**src/rtl/bpq_pkg.sv**
```systemverilog
// Shared types for the bus phase qualifier.
// Assumes the synchronized bus is carried as one packed word.
package bpq_pkg;
    localparam int unsigned BUS_W = 5;

    typedef struct packed {
        logic phi;     // phase clock
        logic rsel_n;  // ROM select, active low
        logic a14;
        logic a13;
        logic rd_n;    // 1 = read, 0 = write
    } bus_s_t;

    localparam bus_s_t BUS_IDLE = '{phi: 1'b0, rsel_n: 1'b1, a14: 1'b0, a13: 1'b0, rd_n: 1'b1};
endpackage

```
**src/rtl/bpq_sync.sv**
```systemverilog
// Multi-stage synchronizer for a vector of asynchronous inputs.
// Assumes STAGES >= 2. Each bit resets to its own value from RST_VAL.
module bpq_sync #(
    parameter int unsigned W       = 1,
    parameter int unsigned STAGES  = 2,
    parameter logic [W-1:0] RST_VAL = '0
) (
    input  logic         clk_i,
    input  logic         rst_ni,
    input  logic [W-1:0] d_i,
    output logic [W-1:0] q_o
);
    for (genvar b = 0; b < W; b++) begin : g_bit
        logic [STAGES-1:0] chain_q;

        // shift the raw bit through the flop chain
        always_ff @(posedge clk_i) begin
            if (!rst_ni) chain_q <= {STAGES{RST_VAL[b]}};
            else         chain_q <= {chain_q[STAGES-2:0], d_i[b]};
        end

        assign q_o[b] = chain_q[STAGES-1];
    end
endmodule

```
**src/rtl/bpq_rise_qual.sv**
```systemverilog
// Asymmetric delay of the synchronized phase clock.
// The rising edge waits for DLY consecutive high samples. The falling
// edge follows the input in the same cycle. DLY = 0 passes the input through.
module bpq_rise_qual #(
    parameter int unsigned DLY = 5
) (
    input  logic clk_i,
    input  logic rst_ni,
    input  logic phi_i,
    output logic phi_dly_o
);
    if (DLY == 0) begin : g_pass
        assign phi_dly_o = phi_i;
    end else begin : g_count
        localparam int unsigned CW = $clog2(DLY + 1);
        logic [CW-1:0] cnt_q;
        logic          armed_q;

        // count consecutive high samples, restart on any low sample
        always_ff @(posedge clk_i) begin
            if (!rst_ni) begin
                cnt_q   <= '0;
                armed_q <= 1'b0;
            end else if (!phi_i) begin
                cnt_q   <= '0;
                armed_q <= 1'b0;
            end else if (!armed_q) begin
                if (cnt_q == CW'(DLY - 1)) armed_q <= 1'b1;
                else                       cnt_q   <= cnt_q + CW'(1);
            end
        end

        // gate with the live input so the fall adds no cycle
        assign phi_dly_o = phi_i & armed_q;
    end
endmodule

```
**src/rtl/bpq_decode.sv**
```systemverilog
// Rebuilds A15 and decodes the two low-memory windows. Also makes
// the write latch strobe.
// Assumes all bus inputs are already synchronized to clk_i.
module bpq_decode
    import bpq_pkg::*;
(
    input  logic   clk_i,
    input  logic   rst_ni,
    input  bus_s_t bus_i,
    input  logic   phi_dly_i,
    output logic   a15_o,
    output logic   wram_ce_n_o,
    output logic   exp_ce_n_o,
    output logic   wr_stb_o
);
    logic phi_prev_q;
    logic stb_q;
    logic low_half;

    // ROM select low means the CPU addresses the upper half
    assign a15_o    = ~bus_i.rsel_n;
    assign low_half = phi_dly_i & ~a15_o & bus_i.a14;

    // window enables, both gated by the qualified phase
    always_comb begin
        wram_ce_n_o = ~(low_half &  bus_i.a13);
        exp_ce_n_o  = ~(low_half & ~bus_i.a13);
    end

    // remember last phase sample and flag a falling edge on writes
    always_ff @(posedge clk_i) begin
        if (!rst_ni) begin
            phi_prev_q <= 1'b0;
            stb_q      <= 1'b0;
        end else begin
            phi_prev_q <= bus_i.phi;
            stb_q      <= phi_prev_q & ~bus_i.phi & ~bus_i.rd_n;
        end
    end

    assign wr_stb_o = stb_q;
endmodule

```
**src/rtl/bus_phase_qualifier.sv**
```systemverilog
// Top of the bus phase qualifier. Synchronizes the raw bus, delays
// the rising phase edge and decodes the low-memory windows.
// Assumes clk_i is fast enough that RISE_DLY periods cover the ROM
// select lag, and that inputs are asynchronous to clk_i.
module bus_phase_qualifier
    import bpq_pkg::*;
#(
    parameter int unsigned SYNC_STAGES = 2,
    parameter int unsigned RISE_DLY    = 5
) (
    input  logic clk_i,
    input  logic rst_ni,
    input  logic phi_raw_i,
    input  logic rom_sel_n_i,
    input  logic a14_i,
    input  logic a13_i,
    input  logic rd_wr_n_i,
    output logic phi_dly_o,
    output logic a15_o,
    output logic wram_ce_n_o,
    output logic exp_ce_n_o,
    output logic wr_stb_o
);
    logic [BUS_W-1:0] raw_v;
    logic [BUS_W-1:0] sync_v;
    bus_s_t           bus_s;
    logic             phi_sync;

    // pack raw pins in struct order
    assign raw_v    = {phi_raw_i, rom_sel_n_i, a14_i, a13_i, rd_wr_n_i};
    assign bus_s    = bus_s_t'(sync_v);
    assign phi_sync = bus_s.phi;

    bpq_sync #(
        .W       (BUS_W),
        .STAGES  (SYNC_STAGES),
        .RST_VAL (BUS_IDLE)
    ) u_sync (
        .clk_i  (clk_i),
        .rst_ni (rst_ni),
        .d_i    (raw_v),
        .q_o    (sync_v)
    );

    bpq_rise_qual #(
        .DLY (RISE_DLY)
    ) u_rise (
        .clk_i     (clk_i),
        .rst_ni    (rst_ni),
        .phi_i     (phi_sync),
        .phi_dly_o (phi_dly_o)
    );

    bpq_decode u_dec (
        .clk_i       (clk_i),
        .rst_ni      (rst_ni),
        .bus_i       (bus_s),
        .phi_dly_i   (phi_dly_o),
        .a15_o       (a15_o),
        .wram_ce_n_o (wram_ce_n_o),
        .exp_ce_n_o  (exp_ce_n_o),
        .wr_stb_o    (wr_stb_o)
    );
endmodule

```
**config.mk**
```make
export PLATFORM = sky130hd
export DESIGN_NAME = bus_phase_qualifier
export DESIGN_NICKNAME = d
export VERILOG_FILES = /design/src/rtl/bpq_pkg.sv /design/src/rtl/bpq_sync.sv /design/src/rtl/bpq_rise_qual.sv /design/src/rtl/bpq_decode.sv /design/src/rtl/bus_phase_qualifier.sv
export SDC_FILE = /design/constraint.sdc
export NUM_CORES = 1
export LEC_CHECK = 0
export ABC_CLOCK_PERIOD_IN_PS = 1300
export CAP_MARGIN = 20
export CORE_AREA = 2 2 39 41
export CTS_CLUSTER_DIAMETER = 200
export DETAILED_ROUTE_END_ITERATION = 8
export DIE_AREA = 0 0 41 43
export PLACE_DENSITY = 0.77
export SYNTH_ARGS = -nofsm -noshare
export SYNTH_HDL_FRONTEND = slang
export SYNTH_SLANG_ARGS = --single-unit
```
**constraint.sdc**
```tcl
create_clock -name clk_i -period 1.3 [get_ports clk_i]
set_clock_uncertainty 0.15 [all_clocks]
set_input_delay 0.195 -clock clk_i [delete_from_list [all_inputs] [get_ports clk_i]]
set_output_delay 0.195 -clock clk_i [all_outputs]
set_load 0.02 [all_outputs]
```
==> flow_summary_export.csv, run 1 <==
group,metric,value,unit
floorplan,pin_count,12,
routing,dr.pass1.iters,2,
global_routing,grt_max_degree,11,
floorplan,die_h,43,µm
placed_design,hpwl,551,µm
sta,drv_slew,0,
job,cap_violations,0,
routing,vias,385,
routing,wl_per_cell,8.59,µm
critical_path,critPathArrivalTime,1090,ps
clock_network,cts_buffers,3,
global_routing,grt_pass1_vias,351,
global_routing,track_usage,11.9,%
placed_design,finalWeightedCongestion,0.707,
routing,ant_nets,0,
synth,yosysSeqAreaShare,56.4,%
cells_and_area,finish.utilization,55.9,%
synth,synthSimpleGateAreaFrac,26.7,%
floorplan,dieArea,1760,µm²
sta,max_freq,696,MHz
sta,layout_setup_ws,-137,ps
clock_network,clock-root-buffer,"clkbuf_4",
routing,drt_iter0_markers,1,
synth,synth_top_family_by_area,"simple AND/OR/NAND/NOR gates",
synth,postSynthNetCount,60,
sta,finalHoldViolCount,0,
clock_network,clkSinkCount,16,
power_and_ir_drop,p_switching,0.000170,W
critical_path,path_cells,"and4_1, buf_4, nand2b_4, buf_6",
sta,rsz0062_at_grt,"true",
critical_path,slowest_delay,330,ps
sta,period_needed,1440,ps
critical_path,crit_required,950,ps
synth,netlist_instances,51,
floorplan,chipWidth,41,µm
power_and_ir_drop,ir_drop,538,µV
sta,relSlewSlack,86.7,%
placed_design,io_buffer_count,11,
clock_network,cts-hold-fix-buffers,0,
synth,synth_compound_area_share,3.74,%
power_and_ir_drop,share_comb_of_total_power,5.7,%
sta,finalSetupViolCount,2,
cells_and_area,fill_cells,126,
synth,ys_warn_count,0,
cells_and_area,layout_common_cells,"dfxtp_1 (12), and2_1 (7), clkdlybuf4s50_1 (6)",
global_routing,antenna_found_initial,0,
critical_path,crit_path_start_kind,"register",
synth,yosysUniqueCellTypes,17,
sta,whs,248,ps
cells_and_area,syn2layout_area_growth,36.1,%
cells_and_area,final_nets,80,
power_and_ir_drop,power.density,1140,nW/µm²
synth,ys_seq_elements,16,
synth,syn_area,568,µm²
global_routing,grt_pass1_wl,1.35,mm
synth,yosys.area_share.xor_xnor,0,%
clock_network,clk_pin_slew,90,ps
sta,post-route-period-util,111,%
routing,routed_via_density,4.48,
hold_path,holdCritPathClass,"register to register",
critical_path,cp_slowest_cell,"dfxtp_2",
outcome,violations,"setup timing",
global_routing,grt_overflow,0,
routing,drc,0,
routing,finalWirelength,739,µm
cells_and_area,drive_gt1_share,28.6,%
cells_and_area,diodes,0,
floorplan,rows,14,
synth,synth.avg_cell_area,11.1,µm²
power_and_ir_drop,p_leak,0.342,nW
clock_network,cts_buffer_depth,2,
critical_path,critPathKind,"register to output pin",
critical_path,critPathTopFamily,"flip-flops",
synth,synthMuxAreaShare,3.52,%
power_and_ir_drop,switching_share,19.3,%
floorplan,core-area,1380,µm²
power_and_ir_drop,p_clk_share,36.2,%
floorplan,initial_core_util,41.0,%
clock_network,h-tree-depth,1,
clock_network,cts_tree,"built",
cells_and_area,mostFrequentLayoutCell,"dfxtp_1",
critical_path,cp_max_fo,3,
power_and_ir_drop,internal_power,0.000710,W
critical_path,cp-end-kind,"output pin",
clock_network,worstSkewPairLatency,290,ps
synth,synthAdderAreaFrac,4.41,%
outcome,outcome,"finished, violations left",
critical_path,path_buf_inv,2,
sta,tightest_slew,197,ps
power_and_ir_drop,power_frac_seq,58.1,%
[worst reg2reg max path, delay by kind of cell (launching register included)]
family	cells	cell delay [ps]
buffers and inverters	1	50
adders and majority gates	1	190
AOI/OAI and AO/OA	1	180
and+or+nand+nor	1	230
DFF	1	350
[registers in the layout, summed over array words and instances (netlist names)]
name and count:
u_sync.g_bit.chain_q 10, u_rise.g_count.armed_q 1, u_rise.g_count.cnt_q 3, u_dec.wr_stb_o 1
u_dec.phi_prev_q 1
[synth_stat cells, drive strengths merged]
cell type | n | area [µm²]
a211oi | 1 | 12.5
a21oi | 1 | 8.76
and2 | 7 | 43.8
and4 | 1 | 8.76
and4bb | 1 | 12.5
buf | 1 | 11.3
dfxtp | 16 | 320
ha | 2 | 25.0
inv | 5 | 18.8
mux2i | 2 | 20.0
nand2 | 2 | 7.51
nand2b | 2 | 12.5
nand3 | 3 | 15.0
nand3b | 1 | 7.51
nor2 | 1 | 3.75
nor4bb | 1 | 10.0
or2b | 4 | 30.0
[power groups by stage]
stage                     Sequential, W  Combinational, W  Clock [W]
after floorplan                0.000522         0.0000219          0
after global placement         0.000522         0.0000496          0
after detailed placement       0.000522         0.0000506          0
after CTS                      0.000511         0.0000504   0.000329
after global routing           0.000513         0.0000561   0.000356
final                          0.000511         0.0000501   0.000319
[routing by layer]
layer  global-route usage, %  up-vias  share of wire, %
li1                        -      205                 -
met1                    13.2      170                48
met2                    16.9       10                44
met3                    7.85        0               7.7
met4                    6.00        0                 0
met5                       0        -                 0
[worst paths after layout]
kind	start	slack, ps	to	cells past startpoint
worst max-delay path	u_rise.g_count.armed_q	-140	exp_ce_n_o	4
worst min-delay path	u_sync.g_bit[0].chain_q[1]	250	u_dec.wr_stb_o	1
worst max register to register	u_rise.g_count.cnt_q[0]	80	u_rise.g_count.cnt_q[2]	4
worst min register to register	u_sync.g_bit[0].chain_q[1]	250	u_dec.wr_stb_o	1
[logic make-up (layout without fill, tap and decap cells)]
group / Yosys count / in the layout
muxes: 2 / 2
AOI/OAI and AO/OA: 2 / 2
DFF: 16 / 16
buffers and inverters: 6 / 25
adders and majority gates: 2 / 2
and+or+nand+nor: 23 / 23
[area by class of cell]
cell class	count	area (µm²)	area share, %
clock buffers	4	36.3	4.69
inverters	5	18.8	2.43
multi-input cells	29	233	30.1
flip-flops and latches	16	325	42.1
well taps	16	20.0	2.59
repair buffers	16	140	18.1
[metrics by stage]
step           instances  setup slack (ps)  setup TNS (ps)  instance area [µm²]  total power, W
2_1_floorplan         51               119               0                  568        0.000544
3_3_place_gp          81              -180            -485                  717        0.000572
3_5_place_dp          81              -186            -493                  717        0.000573
4_1_cts               86              -151            -219                  754        0.000890
5_1_grt               86              -202            -310                  773        0.000925
6_report              86              -137            -184                  773        0.000880
[repair_timing]
item | 4_1_cts | 5_1_grt
setup endpoints to repair | 5 | 6
setup buffers | 1 | 0
pin swaps | 1 | 2
gates resized for setup | 20 | 7
Power figures use the tool's default switching activity.
==> run 2: changes to the inputs <==
CTS_CLUSTER_DIAMETER = 40   (was 200)
REMOVE_ABC_BUFFERS = 1   (was not set)
==> run 2 against run 1 <==
The flow still finishes with violations (setup timing). Critical endpoint unchanged. Sequential power hardly changed. Setup slack better by 87 ps. Global-route usage is 0.48 points lower. Routed wire length is 2.7% higher. Sequential share of layout area is 1.7 points higher. Cell count is 2.3% lower. Non-clock buffer count is 1 lower.
==> flow_summary_export.csv, run 2 (same netlist as run 1, synthesis figures left out) <==
group,metric,value,unit
sta,relSlewSlack,86.6,%
power_and_ir_drop,share_comb_of_total_power,6.2,%
clock_network,h-tree-depth,1,
critical_path,cp-end-kind,"output pin",
cells_and_area,design_area,743,µm²
routing,ant_nets,0,
power_and_ir_drop,p_clk_share,30.5,%
cells_and_area,final_nets,79,
cells_and_area,largest_register_ff_count,10,
power_and_ir_drop,switching_share,19.8,%
routing,wl_per_cell,9.04,µm
clock_network,cts_buffers,3,
global_routing,grt_util_met3,3.14,%
placed_design,dp.cells,81,
sta,tightest_slew,199,ps
global_routing,grt_pass1_wl,1.27,mm
cells_and_area,fill_cells,126,
power_and_ir_drop,internal_power,0.000647,W
global_routing,grt_pass1_vias,320,
critical_path,cp_slowest_cell,"dfxtp_2",
sta,post-route-period-util,104,%
outcome,violations,"setup timing",
hold_path,holdCritPathClass,"register to register",
critical_path,cp_max_fo,3,
critical_path,ff2ff_setup_slack,80,ps
routing,dr.pass1.iters,3,
power_and_ir_drop,ir_drop,618,µV
sta,layout_setup_ws,-50.6,ps
critical_path,critPathKind,"register to output pin",
clock_network,cts_tree,"built",
cells_and_area,stdcell_count,84,
routing,finalWirelength,759,µm
critical_path,crit_required,950,ps
outcome,outcome,"finished, violations left",
placed_design,io_buffer_count,11,
global_routing,use_met1,14.0,%
routing,drc,0,
placed_design,hpwl,544,µm
clock_network,cts-hold-fix-buffers,0,
cells_and_area,reg_top3,"u_sync.g_bit.chain_q (10), u_rise.g_count.cnt_q (3)",
clock_network,clk_pin_slew,80,ps
job,cap_violations,0,
cells_and_area,layout_common_cells,"dfxtp_1 (12), and2_1 (7), clkdlybuf4s50_1 (6)",
power_and_ir_drop,power_frac_seq,63.4,%
sta,finalHoldViolCount,0,
floorplan,core-area,1380,µm²
placed_design,placed_area,717,µm²
floorplan,chipWidth,41,µm
sta,period_needed,1350,ps
global_routing,track_usage,11.5,%
routing,vias,386,
global_routing,antenna_found_initial,0,
critical_path,crit_path_start_kind,"register",
routing,routed_via_density,4.60,
floorplan,die_h,43,µm
floorplan,rows,14,
floorplan,pin_count,12,
cells_and_area,regMostFlops,"u_sync.g_bit.chain_q",
clock_network,cts_buffer_depth,2,
global_routing,globalRouteMet2Util,14.7,%
cells_and_area,drive_gt1_share,25.0,%
critical_path,critPathArrivalTime,1010,ps
clock_network,cts_setup_buffers,0,
floorplan,dieArea,1760,µm²
cells_and_area,mostFrequentLayoutCell,"dfxtp_1",
placed_design,finalWeightedCongestion,0.615,
cells_and_area,syn2layout_area_growth,30.8,%
global_routing,grt_max_degree,13,
global_routing,grt_overflow,0,
power_and_ir_drop,p_leak,0.330,nW
cells_and_area,diodes,0,
critical_path,slowest_delay,340,ps
power_and_ir_drop,power.density,1080,nW/µm²
clock_network,clkSinkCount,16,
critical_path,path_cells,"and4_1, nand2b_1, buf_6",
power_and_ir_drop,p_switching,0.000160,W
power_and_ir_drop,total_power,0.000806,W
clock_network,worstSkewPairLatency,280,ps
sta,whs,245,ps
clock_network,clock-root-buffer,"clkbuf_4",
sta,max_freq,740,MHz
floorplan,initial_core_util,41.0,%
global_routing,busiest_layer,"met2",
routing,drt_iter0_markers,3,
sta,finalSetupViolCount,2,
sta,rsz0062_at_grt,"true",
sta,drv_slew,0,
run 2: stage by stage:
| step | setup WS (ps) | TNS, ps | utilization [%] |
|---|---|---|---|
| 6_report | -50.6 | -96.1 | 53.7 |
| 5_1_grt | -111 | -216 | 53.7 |
| 4_1_cts | -58.5 | -114 | 52.5 |
| 3_5_place_dp | -178 | -542 | 51.8 |
| 3_3_place_gp | -171 | -472 | 51.8 |
| 2_1_floorplan | 119 | 0 | - |
run 2: worst paths after layout:
check | start | endpoint | cells after the start
worst min-delay path | u_sync.g_bit[0].chain_q[1] | u_dec.wr_stb_o | 1
worst max register to register | u_rise.g_count.cnt_q[0] | u_rise.g_count.cnt_q[0] | 4
worst max-delay path | u_rise.g_count.armed_q | exp_ce_n_o | 3
worst min register to register | u_sync.g_bit[0].chain_q[1] | u_dec.wr_stb_o | 1
run 2: layer usage:
metal | share of wire [%] | up-vias
li1 | - | 200
met1 | 45 | 169
met2 | 45 | 13
met3 | 4.7 | 4
met4 | 5.8 | 0
met5 | 0 | -
run 2: power groups by stage:
stage	clock (W)	sequential, W	combinational [W]
6_report	0.000246	0.000511	0.0000497
2_1_floorplan	0	0.000522	0.0000165
4_1_cts	0.000252	0.000511	0.0000500
3_3_place_gp	0	0.000522	0.0000497
5_1_grt	0.000270	0.000513	0.0000553
3_5_place_dp	0	0.000522	0.0000510
run 2: repair_timing:
action,in CTS,in global routing
resized for setup,18,7
endpoints found under the hold margin,0,0
pin swaps,1,1
endpoints found under the setup margin,7,5
run 2: worst max-delay path: cells and delay by family (launching register included):
| family | cells | cell delay [ps] |
|---|---|---|
| buffers and inverters | 1 | 130 |
| flip-flops | 1 | 340 |
| AND/OR/NAND/NOR | 2 | 260 |
run 2: area by class of cell:
type | count | area (µm²) | area share, %
Inverter | 5 | 18.8 | 2.53
Multi-Input combinational cell | 29 | 225 | 30.3
Sequential cell | 16 | 325 | 43.8
Clock buffer | 3 | 22.5 | 3.03
Timing Repair Buffer | 15 | 131 | 17.7
Tap cell | 16 | 20.0 | 2.69
